## config.mk

```make
export PLATFORM = sky130hd
export DESIGN_NAME = link_selftest
export DESIGN_NICKNAME = d
export VERILOG_FILES = /design/src/rtl/lst_pkg.sv /design/src/rtl/lst_pattern_gen.sv /design/src/rtl/lst_err_accum.sv /design/src/rtl/link_selftest.sv
export SDC_FILE = /design/constraint.sdc
export NUM_CORES = 1
export LEC_CHECK = 0
export BUFFER_PORTS_ARGS = -buffer_cell sky130_fd_sc_hd__buf_4
export CORE_MARGIN = 4
export CORE_UTILIZATION = 52
export CTS_CLUSTER_DIAMETER = 30
export DETAILED_ROUTE_END_ITERATION = 10
export GPL_TIMING_DRIVEN = 0
export MAX_ROUTING_LAYER = met4
export PLACE_DENSITY = 0.79
export SYNTH_ARGS = -nofsm -noshare
export SYNTH_HDL_FRONTEND = slang
export SYNTH_SLANG_ARGS = --single-unit
```

## constraint.sdc

```tcl
create_clock -name clk -period 7.33 [get_ports clk]
set_input_delay 1.466 -clock clk [delete_from_list [all_inputs] [get_ports clk]]
set_output_delay 1.466 -clock clk [all_outputs]
set_load 0.05 [all_outputs]
```

## src/rtl/lst_pkg.sv

```systemverilog
package lst_pkg;

  localparam int PRBS_LEN = 15;

  typedef logic [PRBS_LEN-1:0] prbs_state_t;

  typedef enum logic [1:0] {
    S_IDLE = 2'd0,
    S_WAIT = 2'd1,
    S_RUN  = 2'd2
  } chk_state_t;

  // Bit k of the result is the k-th generated bit; state bit 0 is newest.
  function automatic logic [31:0] prbs_bits(prbs_state_t h, int n);
    logic [31:0] r;
    prbs_state_t s;
    r = '0;
    s = h;
    for (int k = 0; k < 32; k++) begin
      if (k < n) begin
        r[k] = s[13] ^ s[14];
        s    = {s[13:0], r[k]};
      end
    end
    return r;
  endfunction

  function automatic prbs_state_t prbs_after(prbs_state_t h, int n);
    prbs_state_t s;
    logic b;
    s = h;
    for (int k = 0; k < 32; k++) begin
      if (k < n) begin
        b = s[13] ^ s[14];
        s = {s[13:0], b};
      end
    end
    return s;
  endfunction

  function automatic int unsigned pop32(logic [31:0] v);
    int unsigned c;
    c = 0;
    for (int k = 0; k < 32; k++) c += 32'(v[k]);
    return c;
  endfunction

endpackage

```

## src/rtl/lst_pattern_gen.sv

```systemverilog
module lst_pattern_gen
  import lst_pkg::*;
#(
  parameter int          WORD_W    = 10,
  parameter int          RUN_WORDS = 2_200_000,
  parameter prbs_state_t SEED      = 15'h4A5D
) (
  input  logic              clk,
  input  logic              rst,
  input  logic              start_i,
  output logic [WORD_W-1:0] word_o,
  output logic              valid_o
);

  localparam int CNT_W = $clog2(RUN_WORDS + 1);

  logic              active_q;
  logic [CNT_W-1:0]  cnt_q;
  prbs_state_t       state_q;
  logic [31:0]       bits_full;
  prbs_state_t       state_nxt;

  always_comb begin
    bits_full = prbs_bits(state_q, WORD_W);
    state_nxt = prbs_after(state_q, WORD_W);
  end

  always_ff @(posedge clk) begin
    if (rst) begin
      active_q <= 1'b0;
      cnt_q    <= '0;
      state_q  <= SEED;
      word_o   <= '0;
      valid_o  <= 1'b0;
    end else if (start_i) begin
      active_q <= 1'b1;
      cnt_q    <= '0;
      state_q  <= SEED;
      valid_o  <= 1'b0;
    end else if (active_q) begin
      word_o  <= bits_full[WORD_W-1:0];
      valid_o <= 1'b1;
      state_q <= state_nxt;
      cnt_q   <= cnt_q + 1'b1;
      if (cnt_q == CNT_W'(RUN_WORDS - 1)) active_q <= 1'b0;
    end else begin
      valid_o <= 1'b0;
    end
  end

endmodule

```

## src/rtl/lst_err_accum.sv

```systemverilog
module lst_err_accum #(
  parameter int ADD_W = 4,
  parameter int LIMIT = 220
) (
  input  logic             clk,
  input  logic             rst,
  input  logic             clear_i,
  input  logic             add_en_i,
  input  logic [ADD_W-1:0] add_i,
  output logic             over_next_o
);

  // Counting stops one above the limit: only "above or not" matters.
  localparam int SAT  = LIMIT + 1;
  localparam int CW   = $clog2(SAT + 1);
  localparam int SUMW = ((CW > ADD_W) ? CW : ADD_W) + 1;

  logic [CW-1:0]   cnt_q, cnt_d;
  logic [SUMW-1:0] sum;

  always_comb begin
    sum   = SUMW'(cnt_q) + SUMW'(add_i);
    cnt_d = cnt_q;
    if (clear_i)       cnt_d = '0;
    else if (add_en_i) cnt_d = (sum > SUMW'(SAT)) ? CW'(SAT) : CW'(sum);
    over_next_o = cnt_d > CW'(LIMIT);
  end

  always_ff @(posedge clk) begin
    if (rst) cnt_q <= '0;
    else     cnt_q <= cnt_d;
  end

endmodule

```

## src/rtl/link_selftest.sv

```systemverilog
module link_selftest
  import lst_pkg::*;
#(
  parameter int          WORD_W    = 10,
  parameter int          RUN_WORDS = 2_200_000,
  parameter int          BER_DEN   = 10_000_000,
  parameter int          START_WIN = 4096,
  parameter prbs_state_t TX_SEED   = 15'h4A5D
) (
  input  logic              clk,
  input  logic              rst,
  input  logic              tx_start_i,
  output logic [WORD_W-1:0] tx_word_o,
  output logic              tx_valid_o,
  input  logic              arm_i,
  input  logic [WORD_W-1:0] rx_word_i,
  input  logic              rx_valid_i,
  output logic              done_o,
  output logic              pass_o
);

  localparam int THRESH = (RUN_WORDS * WORD_W) / BER_DEN;
  localparam int CNT_W  = $clog2(RUN_WORDS + 1);
  localparam int WIN_W  = $clog2(START_WIN);
  localparam int ADD_W  = $clog2(WORD_W + 1);

  lst_pattern_gen #(
    .WORD_W(WORD_W), .RUN_WORDS(RUN_WORDS), .SEED(TX_SEED)
  ) u_gen (
    .clk(clk), .rst(rst), .start_i(tx_start_i),
    .word_o(tx_word_o), .valid_o(tx_valid_o)
  );

  chk_state_t          st_q;
  logic [WIN_W-1:0]    win_q;
  logic [CNT_W-1:0]    wcnt_q;
  logic [WORD_W-1:0]   first_q;
  prbs_state_t         hist_q;

  logic [31:0]         exp_full;
  logic [WORD_W-1:0]   exp_w;
  logic [WORD_W-1:0]   rx_m;
  logic [2*WORD_W-1:0] two_words;
  prbs_state_t         hist_adv, hist_seed;
  logic                seeding, last_word, add_en, over_next;
  logic [ADD_W-1:0]    add_val;

  always_comb begin
    exp_full  = prbs_bits(hist_q, WORD_W);
    exp_w     = exp_full[WORD_W-1:0];
    hist_adv  = prbs_after(hist_q, WORD_W);
    rx_m      = rx_valid_i ? rx_word_i : '0;
    two_words = {rx_m, first_q};
    for (int j = 0; j < PRBS_LEN; j++) hist_seed[j] = two_words[2*WORD_W-1-j];
    seeding   = (wcnt_q == CNT_W'(1));
    last_word = (wcnt_q == CNT_W'(RUN_WORDS - 1));
    add_en    = (st_q == S_RUN) && !arm_i;
    if (!rx_valid_i) add_val = ADD_W'(WORD_W);
    else if (seeding) add_val = '0;
    else add_val = ADD_W'(pop32(32'(exp_w ^ rx_word_i)));
  end

  lst_err_accum #(.ADD_W(ADD_W), .LIMIT(THRESH)) u_acc (
    .clk(clk), .rst(rst), .clear_i(arm_i), .add_en_i(add_en),
    .add_i(add_val), .over_next_o(over_next)
  );

  always_ff @(posedge clk) begin
    if (rst) begin
      st_q    <= S_IDLE;
      win_q   <= '0;
      wcnt_q  <= '0;
      first_q <= '0;
      hist_q  <= '0;
      done_o  <= 1'b0;
      pass_o  <= 1'b0;
    end else if (arm_i) begin
      st_q   <= S_WAIT;
      win_q  <= '0;
      done_o <= 1'b0;
      pass_o <= 1'b0;
    end else begin
      case (st_q)
        S_WAIT: begin
          if (rx_valid_i) begin
            st_q    <= S_RUN;
            wcnt_q  <= CNT_W'(1);
            first_q <= rx_word_i;
          end else if (win_q == WIN_W'(START_WIN - 1)) begin
            st_q   <= S_IDLE;
            done_o <= 1'b1;
            pass_o <= 1'b0;
          end else begin
            win_q <= win_q + 1'b1;
          end
        end
        S_RUN: begin
          wcnt_q <= wcnt_q + 1'b1;
          hist_q <= seeding ? hist_seed : hist_adv;
          if (last_word) begin
            st_q   <= S_IDLE;
            done_o <= 1'b1;
            pass_o <= !over_next;
          end
        end
        default: ;
      endcase
    end
  end

endmodule

```

# Word level (Yosys, flattened, before mapping)
# Cells that the tools add are included.
# word_totals
reg_bits	114
latchBits	0
ram_bits	0
rom_bits	0
output_inout_bits	13
word_cells	130
mem_count	0
# op_classes
addsub	35
n_mul	0
n_div	0
order_cmp	2
eq_ne	13
shift	0
n_mux	26
bitwise	25
reduce_logical	15
# op_table
operator	n
adder 4 x 1 -> 4 bit (second input constant)	22
adder 22 x 1 -> 22 bit (second input constant)	2
equality test 22 bit (second input constant)	2
case mux 22 bit (2 select lines)	1
adder 4 x 1 -> 4 bit	6
equality test 22 x 1 -> 1 bit (second input constant)	1
2-to-1 mux 22 bit	1
bitwise XOR 1 bit	20
2-to-1 mux 15 bit	1
AND reduction 3 bit	5
adder 12 x 1 -> 12 bit (second input constant)	1
equality test 12 bit (second input constant)	1
2-to-1 mux 2 bit	6
2-to-1 mux 1 bit	11
2-to-1 mux 10 bit	1
bitwise XOR 10 bit	1
2-to-1 mux 4 bit	2
!= test 2 bit (second input constant)	4
!= test 3 bit (second input constant)	2
adder 2 x 4 -> 5 bit	1
greater-than comparator 5 x 2 -> 1 bit (second input constant)	1
adder 3 x 1 -> 4 bit	1
!= test 4 bit (second input constant)	1
inverter 1 bit	4
other kinds (14)	18

# Longest topological paths before layout
# Gate-level depths: netlist of the first run.
# depth
depth_word	44
mapped_depth	18
mapped_depth_nobuf	18

# Cells and area by module
# Synthesis of the first run repeated with hierarchy kept, for this count alone.
# hier_totals
hier_cells	618
hier_area_um2	5460.2
# modules_own_cells
mod	n_inst	cells_each	area_per_inst_um2
link_selftest	1	363	3125.5
lst_pattern_gen	1	236	2159.6
lst_err_accum	1	19	175.2

# Least setup slack after synthesis of the first run
# Ideal clock, no wire load.
# synth_timing
path_kind	input port to flip-flop
startpoint	in rx_word_i[7]
endpoint	reg u_acc.cnt_q[0]
setup_time_ps	119
arrival_ps	5717
t_required_ps	7211
setup_slack_ps	1494
stages	17
path_buffers	0
cell_sequence	xnor2_1 > fa_1 > fa_1 > inv_1 > fa_1 > inv_1 > ha_1 > fa_1 > inv_1 > o21ai_0 > inv_1 > fa_1 > a211o_1 > a221o_1 > o41ai_1 > o211ai_1 > o221a_2
# synth_between
elab_chain_len	33
# synth_lines
item	line_no	rtl
start: declaration	link_selftest.sv:16	input logic [WORD_W-1:0] rx_word_i,
bitwise XOR 10 bit (*)	link_selftest.sv:60	else add_val = ADD_W'(pop32(32'(exp_w ^ rx_word_i)));
adder 4 x 1 -> 4 bit (*) (25 in series)	lst_pkg.sv:44	for (int k = 0; k < 32; k++) c += 32'(v[k]);
2-to-1 mux 4 bit (*)	link_selftest.sv:59	else if (seeding) add_val = '0;
2-to-1 mux 4 bit (*)	link_selftest.sv:58	if (!rx_valid_i) add_val = ADD_W'(WORD_W);
adder 2 x 4 -> 5 bit (*)	lst_err_accum.sv:22	sum = SUMW'(cnt_q) + SUMW'(add_i);
greater-than comparator 5 x 2 -> 1 bit	lst_err_accum.sv:25	else if (add_en_i) cnt_d = (sum > SUMW'(SAT)) ? CW'(SAT) : CW'(sum);
2-to-1 mux 2 bit (*) (2 in series)	lst_err_accum.sv:25	
2-to-1 mux 2 bit (*)	lst_err_accum.sv:24	if (clear_i) cnt_d = '0;
end signal: assignment	lst_err_accum.sv:31	else cnt_q <= cnt_d;
end: declaration	lst_err_accum.sv:18	logic [CW-1:0] cnt_q, cnt_d;
# Every way passes the cells marked *; elsewhere a longest branch is shown, timed or not.
# A chain may end at the register's enable or synchronous reset.

# Final worst setup path of the first run
# layout_timing
startpoint	in rx_word_i[9]
endpoint	reg u_acc.cnt_q[0]
# layout_between
elab_chain_len	31
# layout_lines
item	line_no
bitwise XOR 10 bit (*)	link_selftest.sv:60
adder 4 x 1 -> 4 bit (*) (23 in series)	lst_pkg.sv:44
2-to-1 mux 4 bit (*)	link_selftest.sv:59
2-to-1 mux 4 bit (*)	link_selftest.sv:58
adder 2 x 4 -> 5 bit (*)	lst_err_accum.sv:22
greater-than comparator 5 x 2 -> 1 bit	lst_err_accum.sv:25
2-to-1 mux 2 bit (*) (2 in series)	lst_err_accum.sv:25
2-to-1 mux 2 bit (*)	lst_err_accum.sv:24
# Marked as above.

==> flow_summary.json, run 1 <==
{
  "timing.final.hold_violations": 0,
  "antenna_found_initial": 0,
  "synth.net_count": 625,
  "clock_latency_ps": 370,
  "grt_max_degree": 19,
  "setup_tns_ps": 0,
  "dieHeight_um": 109,
  "power_leakage_nw": 2.01,
  "min_period_over_period_pct": 80.7,
  "drcViolationCount": 0,
  "hp-class": "reg2reg",
  "ioPinCount": 28,
  "cp.required_ps": 7600,
  "cp-start-kind": "input port",
  "top_usage_layer": "met2",
  "portBuffers": 26,
  "drtPass1Iterations": 5,
  "syn_inst": 593,
  "first_iter_violations": 294,
  "power_density_nw_per_um2": 195,
  "final_nets": 662,
  "finalWeightedCongestion": 0.867,
  "synth-seq-cells": 109,
  "drt_wl_total_um": 11200,
  "vias": 4230,
  "critPathKind": "in2reg",
  "initial_core_util_pct": 53.8,
  "reg2reg_setup_slack_ps": 2070,
  "met2_usage_pct": 34.1,
  "grt_pass1_wl_um": 19500,
  "peakVddDrop_mv": 0.164,
  "drt-wirelength-per-cell_um": 14.5,
  "fin_crit_ps": 5910,
  "diodes": 0,
  "ys_dominant_reg_cell": "dfxtp_1",
  "core_um2": 9860,
  "drive_gt1_share_pct": 10.7,
  "die_width_um": 109,
  "track_usage_pct": 21.1,
  "numCtsBuffers": 9,
  "cts_root_buf": "clkbuf_8",
  "hpwl_um": 8250,
  "hold_buffers": 0,
  "dpl_worst_slack_ps": 1010,
  "rsz0062_at_grt": "no",
  "clk_path_buf_depth": 2,
  "max_freq_ghz": 0.169,
  "areaGrowthSynthToFinish_pct": 10.2,
  "startpoint": "rx_word_i[9]",
  "seq_area_frac_synth_pct": 41.2,
  "use_met3_pct": 5.21,
  "synth_edf_count": 0,
  "cts_tree": "yes",
  "holdCritStartpoint": "done_o",
  "ant_nets": 0,
  "relSlewSlack_pct": 44.7,
  "synth_area_um2": 5300,
  "max-cap-violations": 0,
  "vias_per_cell": 5.51,
  "cts_htree_levels": 3,
  "final.setup.worst_slack_ps": 1420,
  "yosysUniqueCellTypes": 50,
  "yosysWarningCount": 0,
  "async_flop_share_pct": 0,
  "finalSetupViolations": 0,
  "end_kind": "register",
  "slew_violations": 0,
  "clk_pin_slew_ps": 100,
  "tightest_slew_ps": 823,
  "avgSynthCellArea_um2": 8.94,
  "cts.sinks": 109,
  "rows": 36,
  "grt.overflow.total": 0,
  "critPathMaxFanout": 3,
  "status": "finished, final reports clean",
  "first_global_vias": 4273,
  "skew_ps": 8.38,
  "dieArea_um2": 11900,
  "ctsResizeCount": 0,
  "use_met1_pct": 26.3,
  "post-cts-setup-buffers": 0,
  "r2r-start": "hist_q[4]",
  "fillers": 877,
  "arrival_ps": 6190
}
final timing paths:
path,end,cells past startpoint
worst max register to register,u_acc.cnt_q[0],18
worst min register to register,done_o,1
worst max-delay path,u_acc.cnt_q[0],18
worst min-delay path,done_o,1
through the flow:
stage               hold WS (ps)  cells  utilization [%]  instance area [um2]  power [mW]
finish                       478    768             59.3                 5850        1.14
global route                 530    768             59.3                 5850        1.20
CTS                          487    768             59.3                 5850        1.15
detailed placement           462    752             57.4                 5660       0.809
global placement             455    752             57.4                 5660       0.797
floorplan                    444    593                -                 5300       0.755
sequential cells by signal, summed over array words and instances, names as in the netlist:
register / flops
st_q: 2
u_acc.cnt_q: 2
done_o: 1
u_gen.cnt_q: 22
wcnt_q: 22
pass_o: 1
win_q: 12
u_gen.word_o: 10
hist_q: 15
u_gen.active_q: 1
u_gen.valid_o: 1
u_gen.state_q: 15
first_q: 5
synthesized netlist by cell type, drive strengths merged, types with 2 or more instances:
| cell type | count | area, um2 |
|---|---|---|
| nand3 | 32 | 165 |
| ha | 10 | 125 |
| nor4 | 12 | 128 |
| nor2b | 4 | 25.0 |
| nand4 | 19 | 119 |
| dfxtp | 109 | 2180 |
| nand2 | 36 | 135 |
| nor3 | 11 | 66.3 |
| mux2i | 19 | 190 |
| and4 | 6 | 52.6 |
| a21oi | 9 | 45.0 |
| o21ai | 16 | 80.1 |
| or3 | 6 | 37.5 |
| and3 | 6 | 37.5 |
| fa | 7 | 140 |
| and2 | 4 | 25.0 |
| or4 | 2 | 15.0 |
| xor2 | 31 | 272 |
| nor2 | 100 | 375 |
| or2 | 11 | 68.8 |
| o21a | 2 | 15.0 |
| o221a | 2 | 22.5 |
| buf | 12 | 67.6 |
| o211ai | 3 | 22.5 |
| xnor2 | 46 | 403 |
| a311oi | 8 | 70.1 |
| a211oi | 22 | 165 |
| a21o | 2 | 15.0 |
| nor3b | 2 | 15.0 |
| clkbuf | 16 | 60.1 |
| o41a | 2 | 22.5 |
| inv | 17 | 63.8 |
routing by layer:
layer / wire length, um / part of all wire [%]
met1: 5130 / 46
met2: 5350 / 48
met3: 491 / 4.4
met4: 179 / 1.6
met5: 0 / 0
kinds of logic (layout without fill, tap and decap cells):
group           Yosys count  after routing  synth area share [%]
compound gates           71             71                  9.44
xor+xnor                 77             77                  12.7
fa+ha+maj                17             17                  5.00
buf+inv                  45             87                  3.61
mux                      19             19                  3.59
flops                   109            109                  41.2
simple gates            255            255                  24.5
where the power goes:
part	total, mW	switching [mW]	internal, mW
registers	0.612	0.00894	0.603
clock network	0.343	0.206	0.137
logic	0.183	0.111	0.0712
total	1.14	0.326	0.811
critical path, stage by stage:
cell and delay [ps]:
buf_4 130, xnor2_1 240, fa_1 480, fa_1 540, inv_1 50, fa_1 490, inv_1 40, ha_1 220
fa_1 550, inv_1 40, o21ai_0 240, inv_1 110, fa_1 450, a211o_1 290, a221o_1 300, o41ai_1 70
o211ai_1 190, o221a_2 270
layout by cell type, fill, tap and decap left out, drive strengths merged, types with 4 or more instances in the layout:
cell      n
nand2    36
and2      4
xor2     31
a21oi     9
nor3     11
a211oi   22
nor2b     4
nand3    32
clkbuf   27
or3       6
nand4    19
nor2    100
and3      6
o21ai    16
inv      20
dfxtp   109
mux2i    19
a311oi    8
and4      6
buf      38
fa        7
nor4     12
xnor2    46
ha       10
or2      11
cell type report:
| class | count | area, um2 | area share, % |
|---|---|---|---|
| Clock inverter | 5 | 40.0 | 0.685 |
| Sequential cell | 109 | 2180 | 37.3 |
| Buffer | 28 | 128 | 2.18 |
| Clock buffer | 11 | 141 | 2.42 |
| Inverter | 17 | 63.8 | 1.09 |
| Tap cell | 133 | 166 | 2.85 |
| Timing Repair Buffer | 26 | 195 | 3.34 |
| Multi-Input combinational cell | 439 | 2930 | 50.1 |
No activity file was read; power rests on OpenSTA's default activity.
==> run 2, diff against run 1 <==
--- a/config.mk
+++ b/config.mk
@@ -5,6 +5,7 @@
 export SDC_FILE = /design/constraint.sdc
 export NUM_CORES = 1
 export LEC_CHECK = 0
+export ABC_AREA = 1
 export BUFFER_PORTS_ARGS = -buffer_cell sky130_fd_sc_hd__buf_4
 export CORE_MARGIN = 4
 export CORE_UTILIZATION = 52
@@ -12,7 +13,7 @@
 export DETAILED_ROUTE_END_ITERATION = 10
 export GPL_TIMING_DRIVEN = 0
 export MAX_ROUTING_LAYER = met4
-export PLACE_DENSITY = 0.79
+export PLACE_DENSITY = 0.82
 export SYNTH_ARGS = -nofsm -noshare
 export SYNTH_HDL_FRONTEND = slang
 export SYNTH_SLANG_ARGS = --single-unit
==> constraint.sdc (replaced) <==
create_clock -name clk -period 5.19 [get_ports clk]
set_input_delay 1.038 -clock clk [delete_from_list [all_inputs] [get_ports clk]]
set_output_delay 1.038 -clock clk [all_outputs]
set_load 0.05 [all_outputs]
==> flow_summary.json, run 2 <==
{
  "status": "finished, final reports clean",
  "slew_violations": 0,
  "timing.critical_path.cells": "buf_4 -> inv_1 -> xor2_1 -> inv_1 -> fa_1 -> fa_1 -> inv_1 -> fa_1 -> inv_1 -> ha_1 -> fa_1 -> a21oi_2 -> fa_2 -> nor2_1 -> nand2_1 -> nand2_1 -> nand2_1 -> a21oi_2 -> nand3b_1 -> nand2_1 -> o21ai_0 -> a21oi_1",
  "core_um2": 10500,
  "min_to": "u_gen.state_q[12]",
  "ioPinCount": 28,
  "critPathKind": "in2reg",
  "cts_root_buf": "clkbuf_8",
  "max-cap-violations": 0,
  "reg_top3": "u_gen.cnt_q (22), wcnt_q (22)",
  "hpwl_um": 9100,
  "synth.most_common_cell": "nand2_1",
  "hold_buffers": 0,
  "dieHeight_um": 113,
  "r2r-end": "pass_o",
  "clk_pin_slew_ps": 110,
  "rows": 37,
  "syn_inst": 773,
  "critPathMaxFanout": 3,
  "cts.sinks": 109,
  "min_period_over_period_pct": 95.3,
  "synth_area_leaders": "dfxtp_1, nand2_1, inv_1",
  "numCtsBuffers": 9,
  "drive_gt1_share_pct": 9.21,
  "yosysWarningCount": 0,
  "vias": 5003,
  "final_common_cell": "nand2_1",
  "critPathBufInv": 5,
  "power_leakage_nw": 2.66,
  "drt_wl_total_um": 12100,
  "holdCritStartpoint": "u_gen.state_q[2]",
  "vias_per_cell": 5.27,
  "cp_slowest_cell": "fa_1",
  "synth-seq-cells": 109,
  "dieArea_um2": 12700,
  "initial_core_util_pct": 54.1,
  "areaGrowthSynthToFinish_pct": 9.90,
  "tightest_slew_ps": 763,
  "peakVddDrop_mv": 0.189,
  "final_nets": 841,
  "placed_area_um2": 6040,
  "cts_htree_levels": 3,
  "arrival_ps": 5270,
  "cts_tree": "yes",
  "antenna_found_initial": 0,
  "drtPass1Iterations": 5,
  "drt-wirelength-per-cell_um": 12.8,
  "first_iter_violations": 233,
  "drcViolationCount": 0,
  "crit_family": "adder cells",
  "synth_top_area_cell": "dfxtp_1",
  "fin_crit_ps": 4950,
  "clk_path_buf_depth": 2,
  "ant_nets": 0,
  "clock_latency_ps": 390,
  "diodes": 0,
  "hp-class": "reg2reg",
  "finalWeightedCongestion": 0.891,
  "synth.net_count": 805,
  "rsz0062_at_grt": "no",
  "yosysUniqueCellTypes": 48,
  "async_flop_share_pct": 0,
  "dpl.cell_count": 934,
  "seq_area_frac_synth_pct": 38.4,
  "cp.required_ps": 5510,
  "timing.final.hold_violations": 0,
  "relSlewSlack_pct": 48.7,
  "fin_util_pct": 59.5,
  "synth_top_area_share_pct": 38.4,
  "end_kind": "register",
  "finalInstanceArea_um2": 6250,
  "die_width_um": 113,
  "final_cell_mix": "nand2_1, inv_1, dfxtp_1, nor2_1, a21oi_1",
  "grt.overflow.total": 0,
  "max_freq_ghz": 0.202,
  "avgSynthCellArea_um2": 7.36,
  "post-cts-setup-buffers": 0,
  "portBuffers": 25,
  "synth_commonest_cells": "nand2_1, inv_1, dfxtp_1, nor2_1, a21oi_1",
  "grt_max_degree": 21,
  "cpPeakStageDelay_ps": 550,
  "first_global_vias": 4766,
  "skew_ps": 11.1,
  "ctsResizeCount": 0,
  "grt_pass1_wl_um": 21300,
  "min_path_cells": 2,
  "r2r-start": "hist_q[8]",
  "reg2regPathDepth": 21,
  "track_usage_pct": 20.5,
  "cp-start-kind": "input port",
  "power_density_nw_per_um2": 262,
  "reg2reg_setup_slack_ps": 400,
  "synth_edf_count": 0,
  "finalSetupViolations": 0,
  "synth_area_um2": 5690,
  "fin_cells": 950,
  "ys_dominant_reg_cell": "dfxtp_1"
}
## run 2: cell types whose count changed in the layout (fill, tap and decap cells not counted), sizes merged, moves of 11 or more
| cell | delta |
|---|---|
| a211oi | -19 |
| a21oi | +50 |
| inv | +93 |
| mux2i | -19 |
| nand2 | +99 |
| nor3 | +16 |
| o211ai | +15 |
| o21ai | +33 |
| or2 | -11 |
| xnor2 | -41 |
## run 2: final cells by class
class	instances	area [um2]
Sequential cell	109	2180
Clock buffer	9	124
Timing Repair Buffer	25	188
Clock inverter	7	71.3
Inverter	115	433
Multi-Input combinational cell	525	2970
Buffer	24	116
Fill cell	936	4260
Tap cell	136	170
## run 2: layer usage
metal  track usage, %  vias to the layer above  wire length (um)  share of wire, %
met3             5.50                       16               670               5.5
met4             5.61                        0               165               1.4
met2             32.5                      105              5610                46
li1                 -                     2592                 -                 -
met1             25.9                     2290              5710                47
met5                -                        -                 0                 0
## run 2: how the worst max path moves through the flow
stage            startpoint      to  cells past startpoint
6_report       rx_word_i[5]  pass_o                     22
5_1_grt        rx_word_i[5]  pass_o                     23
4_1_cts        rx_word_i[5]  pass_o                     22
3_5_place_dp   rx_word_i[5]  pass_o                     22
3_3_place_gp   rx_word_i[5]  pass_o                     22
2_1_floorplan  rx_word_i[5]  pass_o                     21
## run 2: through the flow
step                total power, mW  hold WS (ps)  setup TNS (ps)  worst slack (ps)
floorplan                      1.08           441               0               223
global placement               1.14           452            -298              -184
detailed placement             1.15           456            -432              -234
CTS                            1.64           483               0               150
global route                   1.72           509               0              6.93
finish                         1.64           477               0               244
## run 2: kinds of logic (layout without fill, tap and decap cells)
group / after synthesis / in the layout / synth area share (%)
flip-flops: 109 / 109 / 38.4
XOR/XNOR: 43 / 43 / 6.62
AO/OA/AOI/OAI: 146 / 146 / 14.8
adder cells (fa/ha/maj): 17 / 17 / 4.66
AND/OR/NAND/NOR: 319 / 319 / 25.9
buffers and inverters: 139 / 180 / 9.66
## run 2: worst reg2reg max path: cells and delay by family, from the launching register on
| kind | cells | cell delay [ps] |
|---|---|---|
| AO/OA/AOI/OAI | 4 | 490 |
| adder cells (fa/ha/maj) | 6 | 2710 |
| XOR/XNOR | 2 | 460 |
| buffers and inverters | 3 | 170 |
| AND/OR/NAND/NOR | 6 | 480 |
| flip-flops | 1 | 410 |
## run 2: where the power goes
part / leakage [nW] / internal [mW] / switching [mW]
registers: 0.883 / 0.854 / 0.0140
clock network: 0.0953 / 0.185 / 0.311
logic: 1.68 / 0.0999 / 0.174
total: 2.66 / 1.14 / 0.499
